File: src/rtl/dl_rpt_pkg.sv
// Shared types and helpers for the repeating data link transmitter.
// Assumes nothing beyond byte-wide message storage.
package dl_rpt_pkg;
    typedef logic [7:0] dl_byte_t;

    // True when a commit length names a usable message.
    function automatic logic len_ok(input int len, input int depth);
        return (len >= 1) && (len <= depth);
    endfunction
endpackage

File: src/rtl/dl_msg_store.sv
// Byte storage shared by the repeat and FIFO controllers.
// One write port, asynchronous read. Contents are not reset: no reader
// touches an entry before it has been written.
module dl_msg_store
    import dl_rpt_pkg::*;
#(
    parameter int ADDR_W = 7,
    localparam int ENTRIES = 1 << ADDR_W
) (
    input  logic              clk,
    input  logic              we,
    input  logic [ADDR_W-1:0] waddr,
    input  dl_byte_t          wdata,
    input  logic [ADDR_W-1:0] raddr,
    output dl_byte_t          rdata
);
    dl_byte_t mem [ENTRIES];

    // Store one byte per write strobe.
    always_ff @(posedge clk) begin
        if (we) mem[waddr] <= wdata;
    end

    // Present the addressed byte without delay.
    assign rdata = mem[raddr];
endmodule

File: src/rtl/dl_rpt_ctrl.sv
// Repeat-mode controller. Holds an active bank and a pending bank.
// Writes fill the non-active bank, and a valid commit marks it pending.
// At a multiframe start with nothing playing, the pending bank (if any)
// becomes active and playback starts at byte 0, bit 0. Playback ends
// after the last bit of the last byte and waits for the next boundary.
// Assumes mf_start is meaningful only together with bit_req.
module dl_rpt_ctrl
    import dl_rpt_pkg::*;
#(
    parameter int DEPTH = 64,
    localparam int LEN_W = $clog2(DEPTH + 1),
    localparam int IDX_W = $clog2(DEPTH),
    localparam int ADDR_W = IDX_W + 1
) (
    input  logic              clk,
    input  logic              rst_n,
    input  logic              en,
    input  logic              flush,
    input  logic              wr_en,
    input  logic              commit,
    input  logic [LEN_W-1:0]  commit_len,
    input  logic              mf_start,
    input  logic              bit_req,
    output logic              wr_we,
    output logic [ADDR_W-1:0] wr_addr,
    output logic [ADDR_W-1:0] rd_addr,
    output logic [2:0]        rd_bit,
    output logic              drive
);
    logic             act_bank, act_vld, pend_vld, playing;
    logic [LEN_W-1:0] act_len, pend_len, wr_cnt, cur_len;
    logic [IDX_W-1:0] byte_idx, rd_byte;
    logic [2:0]       bit_idx;
    logic             commit_ok, pend_use, start_now, swap_now, cur_bank, last_bit;

    // Decide whether this request starts a message and from which bank.
    always_comb begin
        commit_ok = en && commit && len_ok(int'(commit_len), DEPTH);
        pend_use  = pend_vld && !commit_ok;
        start_now = en && bit_req && mf_start && !playing && (pend_use || act_vld);
        swap_now  = start_now && pend_use;
        cur_bank  = swap_now ? ~act_bank : act_bank;
        cur_len   = swap_now ? pend_len : act_len;
        rd_byte   = start_now ? '0 : byte_idx;
        rd_bit    = start_now ? 3'd0 : bit_idx;
        drive     = start_now || (en && playing);
        last_bit  = (rd_bit == 3'd7) && (LEN_W'(rd_byte) == cur_len - LEN_W'(1));
        wr_we     = en && wr_en && (wr_cnt < LEN_W'(DEPTH));
        wr_addr   = {~act_bank, wr_cnt[IDX_W-1:0]};
        rd_addr   = {cur_bank, rd_byte};
    end

    // Track banks, the pending message and the playback position.
    always_ff @(posedge clk) begin
        if (!rst_n) begin
            act_bank <= 1'b0; act_vld <= 1'b0; pend_vld <= 1'b0; playing <= 1'b0;
            act_len  <= '0;   pend_len <= '0;  wr_cnt   <= '0;
            byte_idx <= '0;   bit_idx  <= '0;
        end else if (flush) begin
            act_vld <= 1'b0; pend_vld <= 1'b0; playing <= 1'b0;
            wr_cnt  <= '0;   byte_idx <= '0;   bit_idx <= '0;
        end else begin
            if (wr_we) wr_cnt <= wr_cnt + LEN_W'(1);
            if (commit_ok) begin
                pend_vld <= 1'b1;
                pend_len <= commit_len;
                wr_cnt   <= '0;
            end else if (swap_now) begin
                pend_vld <= 1'b0;
            end
            if (swap_now) begin
                act_bank <= ~act_bank;
                act_len  <= pend_len;
                act_vld  <= 1'b1;
            end
            if (drive && bit_req) begin
                if (last_bit) begin
                    playing  <= 1'b0;
                    byte_idx <= '0;
                    bit_idx  <= '0;
                end else begin
                    playing <= 1'b1;
                    if (rd_bit == 3'd7) begin
                        bit_idx  <= '0;
                        byte_idx <= rd_byte + IDX_W'(1);
                    end else begin
                        bit_idx  <= rd_bit + 3'd1;
                        byte_idx <= rd_byte;
                    end
                end
            end
        end
    end

    AST_SWAP_ON_BOUNDARY: assert property (@(posedge clk) disable iff (!rst_n)
        !$stable(act_bank) |-> $past(bit_req && mf_start && !playing));
    AST_START_ON_BOUNDARY: assert property (@(posedge clk) disable iff (!rst_n)
        $rose(playing) |-> $past(bit_req && mf_start));
    AST_ACTIVE_LEN_RANGE: assert property (@(posedge clk) disable iff (!rst_n)
        act_vld |-> (act_len >= LEN_W'(1) && act_len <= LEN_W'(DEPTH)));
    AST_WRITE_CAP: assert property (@(posedge clk) disable iff (!rst_n)
        wr_cnt <= LEN_W'(DEPTH));
endmodule

File: src/rtl/dl_fifo_ctrl.sv
// Plain-FIFO controller used when repeat mode is off. Fill pointers run
// over the whole shared storage. The head byte is sent LSB first, one bit
// per request, and is popped after its eighth bit. Assumes the shared
// storage has 2**ADDR_W entries.
module dl_fifo_ctrl #(
    parameter int ADDR_W = 7,
    localparam int FDEPTH = 1 << ADDR_W,
    localparam int CNT_W = ADDR_W + 1
) (
    input  logic              clk,
    input  logic              rst_n,
    input  logic              en,
    input  logic              flush,
    input  logic              wr_en,
    input  logic              bit_req,
    output logic              wr_we,
    output logic [ADDR_W-1:0] wr_addr,
    output logic [ADDR_W-1:0] rd_addr,
    output logic [2:0]        rd_bit,
    output logic              drive
);
    logic [ADDR_W-1:0] head, tail;
    logic [CNT_W-1:0]  count;
    logic [2:0]        bit_idx;
    logic              pop;

    // Derive push and pop from the fill level and requests.
    always_comb begin
        wr_we   = en && wr_en && (count < CNT_W'(FDEPTH));
        drive   = en && (count != '0);
        pop     = drive && bit_req && (bit_idx == 3'd7);
        wr_addr = tail;
        rd_addr = head;
        rd_bit  = bit_idx;
    end

    // Move pointers, fill level and bit position.
    always_ff @(posedge clk) begin
        if (!rst_n || flush) begin
            head <= '0; tail <= '0; count <= '0; bit_idx <= '0;
        end else begin
            if (wr_we) tail <= tail + ADDR_W'(1);
            if (pop)   head <= head + ADDR_W'(1);
            if (wr_we && !pop)      count <= count + CNT_W'(1);
            else if (pop && !wr_we) count <= count - CNT_W'(1);
            if (drive && bit_req) bit_idx <= bit_idx + 3'd1;
        end
    end

    AST_FIFO_NO_OVERFLOW: assert property (@(posedge clk) disable iff (!rst_n)
        count <= CNT_W'(FDEPTH));
    AST_FIFO_EMPTY_HEAD: assert property (@(posedge clk) disable iff (!rst_n)
        (count == '0) |-> (head == tail));
endmodule

File: src/rtl/dl_rpt_tx.sv
// Top of the repeating data link transmitter. Picks the repeat controller
// or the FIFO controller from repeat_en, flushes both when the mode changes,
// and shares one byte store between them. tx_bit is 1 whenever no
// controller is driving. Assumes tx_bit is sampled only when bit_req is high.
module dl_rpt_tx
    import dl_rpt_pkg::*;
#(
    parameter int DEPTH = 64,
    localparam int LEN_W = $clog2(DEPTH + 1),
    localparam int ADDR_W = $clog2(DEPTH) + 1
) (
    input  logic             clk,
    input  logic             rst_n,
    input  logic             repeat_en,
    input  logic             wr_en,
    input  logic [7:0]       wr_data,
    input  logic             commit,
    input  logic [LEN_W-1:0] commit_len,
    input  logic             mf_start,
    input  logic             bit_req,
    output logic             tx_bit
);
    logic              mode_q, mode_chg;
    logic              r_we, f_we, r_drive, f_drive;
    logic [ADDR_W-1:0] r_waddr, f_waddr, r_raddr, f_raddr;
    logic [2:0]        r_bit, f_bit;
    dl_byte_t          rd_data;

    // Remember the mode so that a change can flush the controllers.
    always_ff @(posedge clk) begin
        if (!rst_n) mode_q <= 1'b0;
        else        mode_q <= repeat_en;
    end
    assign mode_chg = (repeat_en != mode_q);

    dl_rpt_ctrl #(.DEPTH(DEPTH)) rpt_i (
        .clk(clk), .rst_n(rst_n), .en(repeat_en && !mode_chg), .flush(mode_chg),
        .wr_en(wr_en), .commit(commit), .commit_len(commit_len),
        .mf_start(mf_start), .bit_req(bit_req),
        .wr_we(r_we), .wr_addr(r_waddr), .rd_addr(r_raddr), .rd_bit(r_bit), .drive(r_drive)
    );

    dl_fifo_ctrl #(.ADDR_W(ADDR_W)) fifo_i (
        .clk(clk), .rst_n(rst_n), .en(!repeat_en && !mode_chg), .flush(mode_chg),
        .wr_en(wr_en), .bit_req(bit_req),
        .wr_we(f_we), .wr_addr(f_waddr), .rd_addr(f_raddr), .rd_bit(f_bit), .drive(f_drive)
    );

    dl_msg_store #(.ADDR_W(ADDR_W)) store_i (
        .clk(clk), .we(r_we || f_we), .waddr(repeat_en ? r_waddr : f_waddr),
        .wdata(wr_data), .raddr(r_drive ? r_raddr : f_raddr), .rdata(rd_data)
    );

    // Send the selected data bit, or idle ones.
    always_comb begin
        if (r_drive)      tx_bit = rd_data[r_bit];
        else if (f_drive) tx_bit = rd_data[f_bit];
        else              tx_bit = 1'b1;
    end

    AST_ONE_SOURCE: assert property (@(posedge clk) disable iff (!rst_n)
        !(r_drive && f_drive));
    AST_FLUSH_IDLES: assert property (@(posedge clk) disable iff (!rst_n)
        mode_chg |=> !(r_drive || f_drive));
endmodule

File: config.mk
export PLATFORM = sky130hd
export DESIGN_NAME = dl_rpt_tx
export DESIGN_NICKNAME = d
export VERILOG_FILES = /design/src/rtl/dl_rpt_pkg.sv /design/src/rtl/dl_msg_store.sv /design/src/rtl/dl_rpt_ctrl.sv /design/src/rtl/dl_fifo_ctrl.sv /design/src/rtl/dl_rpt_tx.sv
export SDC_FILE = /design/constraint.sdc
export NUM_CORES = 1
export LEC_CHECK = 0
export ABC_AREA = 0
export ABC_CLOCK_PERIOD_IN_PS = 8440
export CORE_MARGIN = 4
export CORE_UTILIZATION = 40
export DETAILED_ROUTE_END_ITERATION = 10
export DONT_BUFFER_PORTS = 1
export HOLD_SLACK_MARGIN = 0.02
export MAX_ROUTING_LAYER = met4
export PLACE_DENSITY = 0.57
export RECOVER_POWER = 100
export SYNTH_ARGS = -nofsm -noshare
export SYNTH_HDL_FRONTEND = slang
export SYNTH_HIERARCHICAL = 1
export SYNTH_SLANG_ARGS = --single-unit
File: constraint.sdc
create_clock -name clk -period 8.44 [get_ports clk]
set_input_delay 1.688 -clock clk [delete_from_list [all_inputs] [get_ports clk]]
set_output_delay 1.688 -clock clk [all_outputs]
set_load 0.01 [all_outputs]
==> impl_metrics.xml <==
<?xml version="1.0" encoding="UTF-8"?>
<metrics>
  <group name="clock_network">
    <metric name="clock_sink_count" unit="">1084</metric>
    <metric name="cts-htree-levels" unit="">3</metric>
    <metric name="cts.reportedPaths.clkPinSlew" unit="ns">0.06</metric>
    <metric name="clock_path_buffers" unit="">3</metric>
    <metric name="clk_root_buffer_cell" unit="">sky130_fd_sc_hd__clkbuf_16</metric>
    <metric name="cts_made_buffers" unit="">111</metric>
    <metric name="skew_pair_late_insertion_delay" unit="ns">0.68</metric>
    <metric name="clock_tree_from_tritoncts" unit="">built</metric>
  </group>
  <group name="synth">
    <metric name="syn_area" unit="mm²">0.0433</metric>
    <metric name="total_of_flip_flops_plus_latches_after_synthesis" unit="">1084</metric>
    <metric name="synth_area_leader_cell" unit="">sky130_fd_sc_hd__edfxtp_1</metric>
    <metric name="yosysTopAreaCellShare" unit="">0.709</metric>
    <metric name="yosysMostFrequentCell" unit="">sky130_fd_sc_hd__edfxtp_1</metric>
    <metric name="syn-instance-count" unit="">2078</metric>
    <metric name="number_of_flops_mapped_to_enable_cells_by_yosys" unit="">1024</metric>
    <metric name="leading_post_synthesis_cells_by_instance_count" unit="">sky130_fd_sc_hd__edfxtp_1, sky130_fd_sc_hd__mux4_2, sky130_fd_sc_hd__nor2_1, sky130_fd_sc_hd__nand2_1, sky130_fd_sc_hd__dfxtp_1</metric>
    <metric name="synth_flop_cell" unit="">sky130_fd_sc_hd__edfxtp_1</metric>
    <metric name="post_synth_net_total" unit="">2119</metric>
    <metric name="synth_cell_type_count" unit="">68</metric>
    <metric name="top_cells_by_area_in_the_synthesized_netlist" unit="">sky130_fd_sc_hd__edfxtp_1, sky130_fd_sc_hd__mux4_2, sky130_fd_sc_hd__dfxtp_1</metric>
    <metric name="postSynthAreaPerCell" unit="µm²">20.9</metric>
    <metric name="async_flop_share" unit="">0</metric>
    <metric name="yosysSeqAreaShare" unit="">0.737</metric>
    <metric name="ys_warn_count" unit="">6</metric>
  </group>
  <group name="critical_path">
    <metric name="critical_path_arrival" unit="ns">6.60</metric>
    <metric name="worstRegToRegCells" unit="">6</metric>
    <metric name="path_max_fanout" unit="">18</metric>
    <metric name="worstReg2RegEnd" unit="">store_i/mem[29][7]</metric>
    <metric name="critical_setup_path_class" unit="">input port to output pin</metric>
    <metric name="startpoint_type" unit="">input port</metric>
    <metric name="startpoint" unit="">repeat_en</metric>
    <metric name="critPathCaptureType" unit="">output pin</metric>
    <metric name="regToRegStartpoint" unit="">mode_q</metric>
    <metric name="worstPathRequired" unit="ns">6.75</metric>
    <metric name="critPathCapture" unit="">tx_bit</metric>
    <metric name="timing.reg2reg.setup_slack" unit="ns">3.92</metric>
  </group>
  <group name="pwr">
    <metric name="internal_power" unit="W">0.00860</metric>
    <metric name="power.share.sequential" unit="">0.553</metric>
    <metric name="vdd_ir_drop_max" unit="mV">0.135</metric>
    <metric name="share_comb_of_total_power" unit="">0.010</metric>
    <metric name="power_leakage" unit="nW">14.5</metric>
    <metric name="swShare" unit="">0.192</metric>
    <metric name="p_per_area" unit="mW/mm²">219</metric>
    <metric name="p_sw" unit="W">0.00205</metric>
    <metric name="share_clk_of_total_power" unit="">0.438</metric>
  </group>
  <group name="global_route">
    <metric name="grt_pass1_vias" unit="">21200</metric>
    <metric name="initial_antenna_violation_count" unit="">1</metric>
    <metric name="grt_first_pass_wirelength" unit="mm">149</metric>
    <metric name="pin_count_of_the_biggest_net_entering_global_routing" unit="">129</metric>
    <metric name="grtUsageTotal" unit="">0.184</metric>
    <metric name="grt-ovfl-total" unit="">0</metric>
  </group>
  <group name="route">
    <metric name="route.detailed.wl_per_inst" unit="µm">28.0</metric>
    <metric name="vias_per_cell" unit="">5.75</metric>
    <metric name="route.detailed.drc" unit="">0</metric>
    <metric name="vias_post_dr" unit="">20800</metric>
    <metric name="number_of_detailed_route_iterations_in_the_first_pass" unit="">8</metric>
    <metric name="totalWireLength" unit="mm">101</metric>
    <metric name="detail_route.iter0.violations" unit="">2194</metric>
    <metric name="drt.antenna.violating_nets" unit="">0</metric>
  </group>
  <group name="die">
    <metric name="floorplan.die.width" unit="µm">337</metric>
    <metric name="io_pins" unit="">23</metric>
    <metric name="rows" unit="">120</metric>
    <metric name="initial_utilization" unit="">0.404</metric>
    <metric name="core-area" unit="mm²">0.107</metric>
    <metric name="fp.dieArea" unit="mm²">0.114</metric>
    <metric name="die_height" unit="µm">337</metric>
  </group>
  <group name="timing">
    <metric name="min_period_over_period" unit="">0.982</metric>
    <metric name="unrepaired_setup_endpoints_after_global_routing" unit="">no</metric>
    <metric name="post-route-worst-setup-slack" unit="ns">0.151</metric>
    <metric name="achievable-frequency" unit="GHz">0.121</metric>
    <metric name="setup_violations" unit="">0</metric>
    <metric name="final_period_minus_worst_setup_slack" unit="ns">8.29</metric>
    <metric name="final.setup.tns" unit="ns">0</metric>
    <metric name="final-max-slew-violation-count" unit="">26</metric>
    <metric name="fin_skew" unit="ns">0.0201</metric>
    <metric name="worst-slew-pin-transition" unit="ns">1.68</metric>
    <metric name="hold_violations" unit="">0</metric>
    <metric name="timing.max_slew.rel_slack" unit="">-0.123</metric>
  </group>
  <group name="placement">
    <metric name="portBuffers" unit="">0</metric>
    <metric name="place_worst_setup_slack" unit="ns">0.00694</metric>
    <metric name="gp_congestion" unit="">0.827</metric>
    <metric name="dpl.hpwl" unit="mm">61.3</metric>
  </group>
  <group name="run_status">
    <metric name="violations" unit="">max-capacitance violations, max-slew violations</metric>
    <metric name="status" unit="">finished, violations left</metric>
  </group>
  <group name="min_path">
    <metric name="hold_wc_path_type" unit="">flop to flop</metric>
  </group>
  <group name="final_layout">
    <metric name="fin_nets" unit="">2175</metric>
    <metric name="antennaDiodeCount" unit="">0</metric>
    <metric name="flow.area_growth_from_synthesis" unit="%">12.4</metric>
    <metric name="share_of_layout_cells_above_drive_strength_1" unit="">0.251</metric>
  </group>
  <group name="flow_run">
    <metric name="cap_viol_max_count" unit="">2</metric>
  </group>
</metrics>
==> final cells by class <==
type                            count  area [µm²]
Fill cell                        8837       58600
Clock inverter                     69         513
Tap cell                         1403        1760
Multi-Input combinational cell    869       10900
Sequential cell                  1084       32000
Inverter                           13        48.8
Clock buffer                      132        2940
Timing Repair Buffer               55         633
==> power groups by stage <==
stage	registers [W]	logic, W	clock network, W
detailed placement	0.00600	0.000101	0
global placement	0.00600	0.0000996	0
CTS	0.00589	0.000102	0.00478
finish	0.00589	0.000101	0.00466
global route	0.00588	0.000110	0.00501
floorplan	0.00600	0.0000741	0
==> worst max-delay path: stages <==
cell                      delay [ns]
sky130_fd_sc_hd__ha_1           0.24
sky130_fd_sc_hd__and2_0         0.22
sky130_fd_sc_hd__and4_1         0.21
sky130_fd_sc_hd__or3_1          0.41
sky130_fd_sc_hd__nand2_2        0.13
sky130_fd_sc_hd__mux2_8         0.41
sky130_fd_sc_hd__buf_12         0.18
sky130_fd_sc_hd__buf_16         0.22
sky130_fd_sc_hd__mux4_2         0.49
sky130_fd_sc_hd__mux4_2         0.55
sky130_fd_sc_hd__mux4_2         0.55
sky130_fd_sc_hd__mux2_2         0.30
sky130_fd_sc_hd__mux4_1         0.53
sky130_fd_sc_hd__mux2i_2        0.23
sky130_fd_sc_hd__a22oi_2        0.18
==> per-layer routing <==
| metal | track usage | vias up | part of all wire |
|---|---|---|---|
| met5 | - | - | 0 |
| met4 | 0.0439 | 0 | 0.019 |
| met3 | 0.0295 | 149 | 0.064 |
| met2 | 0.287 | 703 | 0.49 |
| met1 | 0.257 | 11200 | 0.43 |
| li1 | - | 8754 | - |
==> what timing repair did <==
action | CTS | global route
setup buffers | 0 | 1
gates cloned | 0 | 2
hold buffers | 0 | 0
gates resized for setup | 1 | 9
endpoints found under the setup margin | 1 | 1
==> per-stage QoR <==
step                      hold slack [ns]  area, µm²  cells  utilization  power [W]
after global routing                0.475      48700   3625        0.454     0.0110
final                               0.460      48700   3625        0.454     0.0106
after detailed placement            0.448      45300   3421        0.422    0.00610
after CTS                           0.458      48700   3622        0.454     0.0108
after floorplan                     0.432      43300   2078            -    0.00608
after global placement              0.440      45300   3421        0.422    0.00610
==> logic make-up (layout without fill, tap and decap cells) <==
| family | Yosys count | after routing | synth area share |
|---|---|---|---|
| muxes | 375 | 377 | 0.186 |
| xor gates and xnor gates | 31 | 31 | 0.00626 |
| adders and majority gates | 19 | 19 | 0.00566 |
| buffers and inverters | 127 | 269 | 0.0134 |
| and+or+nand+nor | 348 | 348 | 0.0373 |
| AOI/OAI and AO/OA | 94 | 94 | 0.0147 |
| DFF | 1084 | 1084 | 0.737 |
==> cells in the final DEF, fill, tap and decap left out, types with 13 or more instances in the layout <==
cell                        Yosys  routed
sky130_fd_sc_hd__a21oi_1       32      33
sky130_fd_sc_hd__buf_12         0      19
sky130_fd_sc_hd__buf_4         19      17
sky130_fd_sc_hd__clkbuf_1      54      31
sky130_fd_sc_hd__clkbuf_16      0     115
sky130_fd_sc_hd__clkinv_1       0      40
sky130_fd_sc_hd__clkinv_2       0      13
sky130_fd_sc_hd__dfxtp_1       60      60
sky130_fd_sc_hd__edfxtp_1    1024    1024
sky130_fd_sc_hd__ha_1          18      18
sky130_fd_sc_hd__inv_1         12      13
sky130_fd_sc_hd__mux2_2        22      19
sky130_fd_sc_hd__mux4_2       337     337
sky130_fd_sc_hd__nand2_1       65      64
sky130_fd_sc_hd__nand3_1       25      26
sky130_fd_sc_hd__nor2_1       168     168
sky130_fd_sc_hd__nor3_1        18      18
sky130_fd_sc_hd__o21ai_0       17      17
sky130_fd_sc_hd__xnor2_1       16      16
sky130_fd_sc_hd__xor2_1        15      15
==> registers in the layout, summed over array words and instances (netlist names), 3 cells and up <==
signal          cells
rpt_i/bit_idx       3
rpt_i/wr_cnt        7
fifo_i/wr_addr      7
fifo_i/rd_bit       3
rpt_i/pend_len      7
store_i/mem      1024
rpt_i/byte_idx      6
rpt_i/act_len       7
fifo_i/rd_addr      7
fifo_i/count        8
==> how the worst min path moves through the flow <==
| stage | startpoint | end | slack (ns) | cells past startpoint |
|---|---|---|---|---|
| 2_1_floorplan | rpt_i/bit_idx[1] | rpt_i/bit_idx[1] | 0.43 | 2 |
| 3_3_place_gp | rpt_i/bit_idx[1] | rpt_i/bit_idx[1] | 0.44 | 2 |
| 3_5_place_dp | rpt_i/bit_idx[2] | rpt_i/bit_idx[2] | 0.45 | 2 |
| 4_1_cts | rpt_i/bit_idx[2] | rpt_i/bit_idx[2] | 0.46 | 2 |
| 5_1_grt | rpt_i/bit_idx[2] | rpt_i/bit_idx[2] | 0.48 | 2 |
| 6_report | rpt_i/bit_idx[2] | rpt_i/bit_idx[2] | 0.46 | 2 |
No activity file was read; power rests on OpenSTA's default activity.
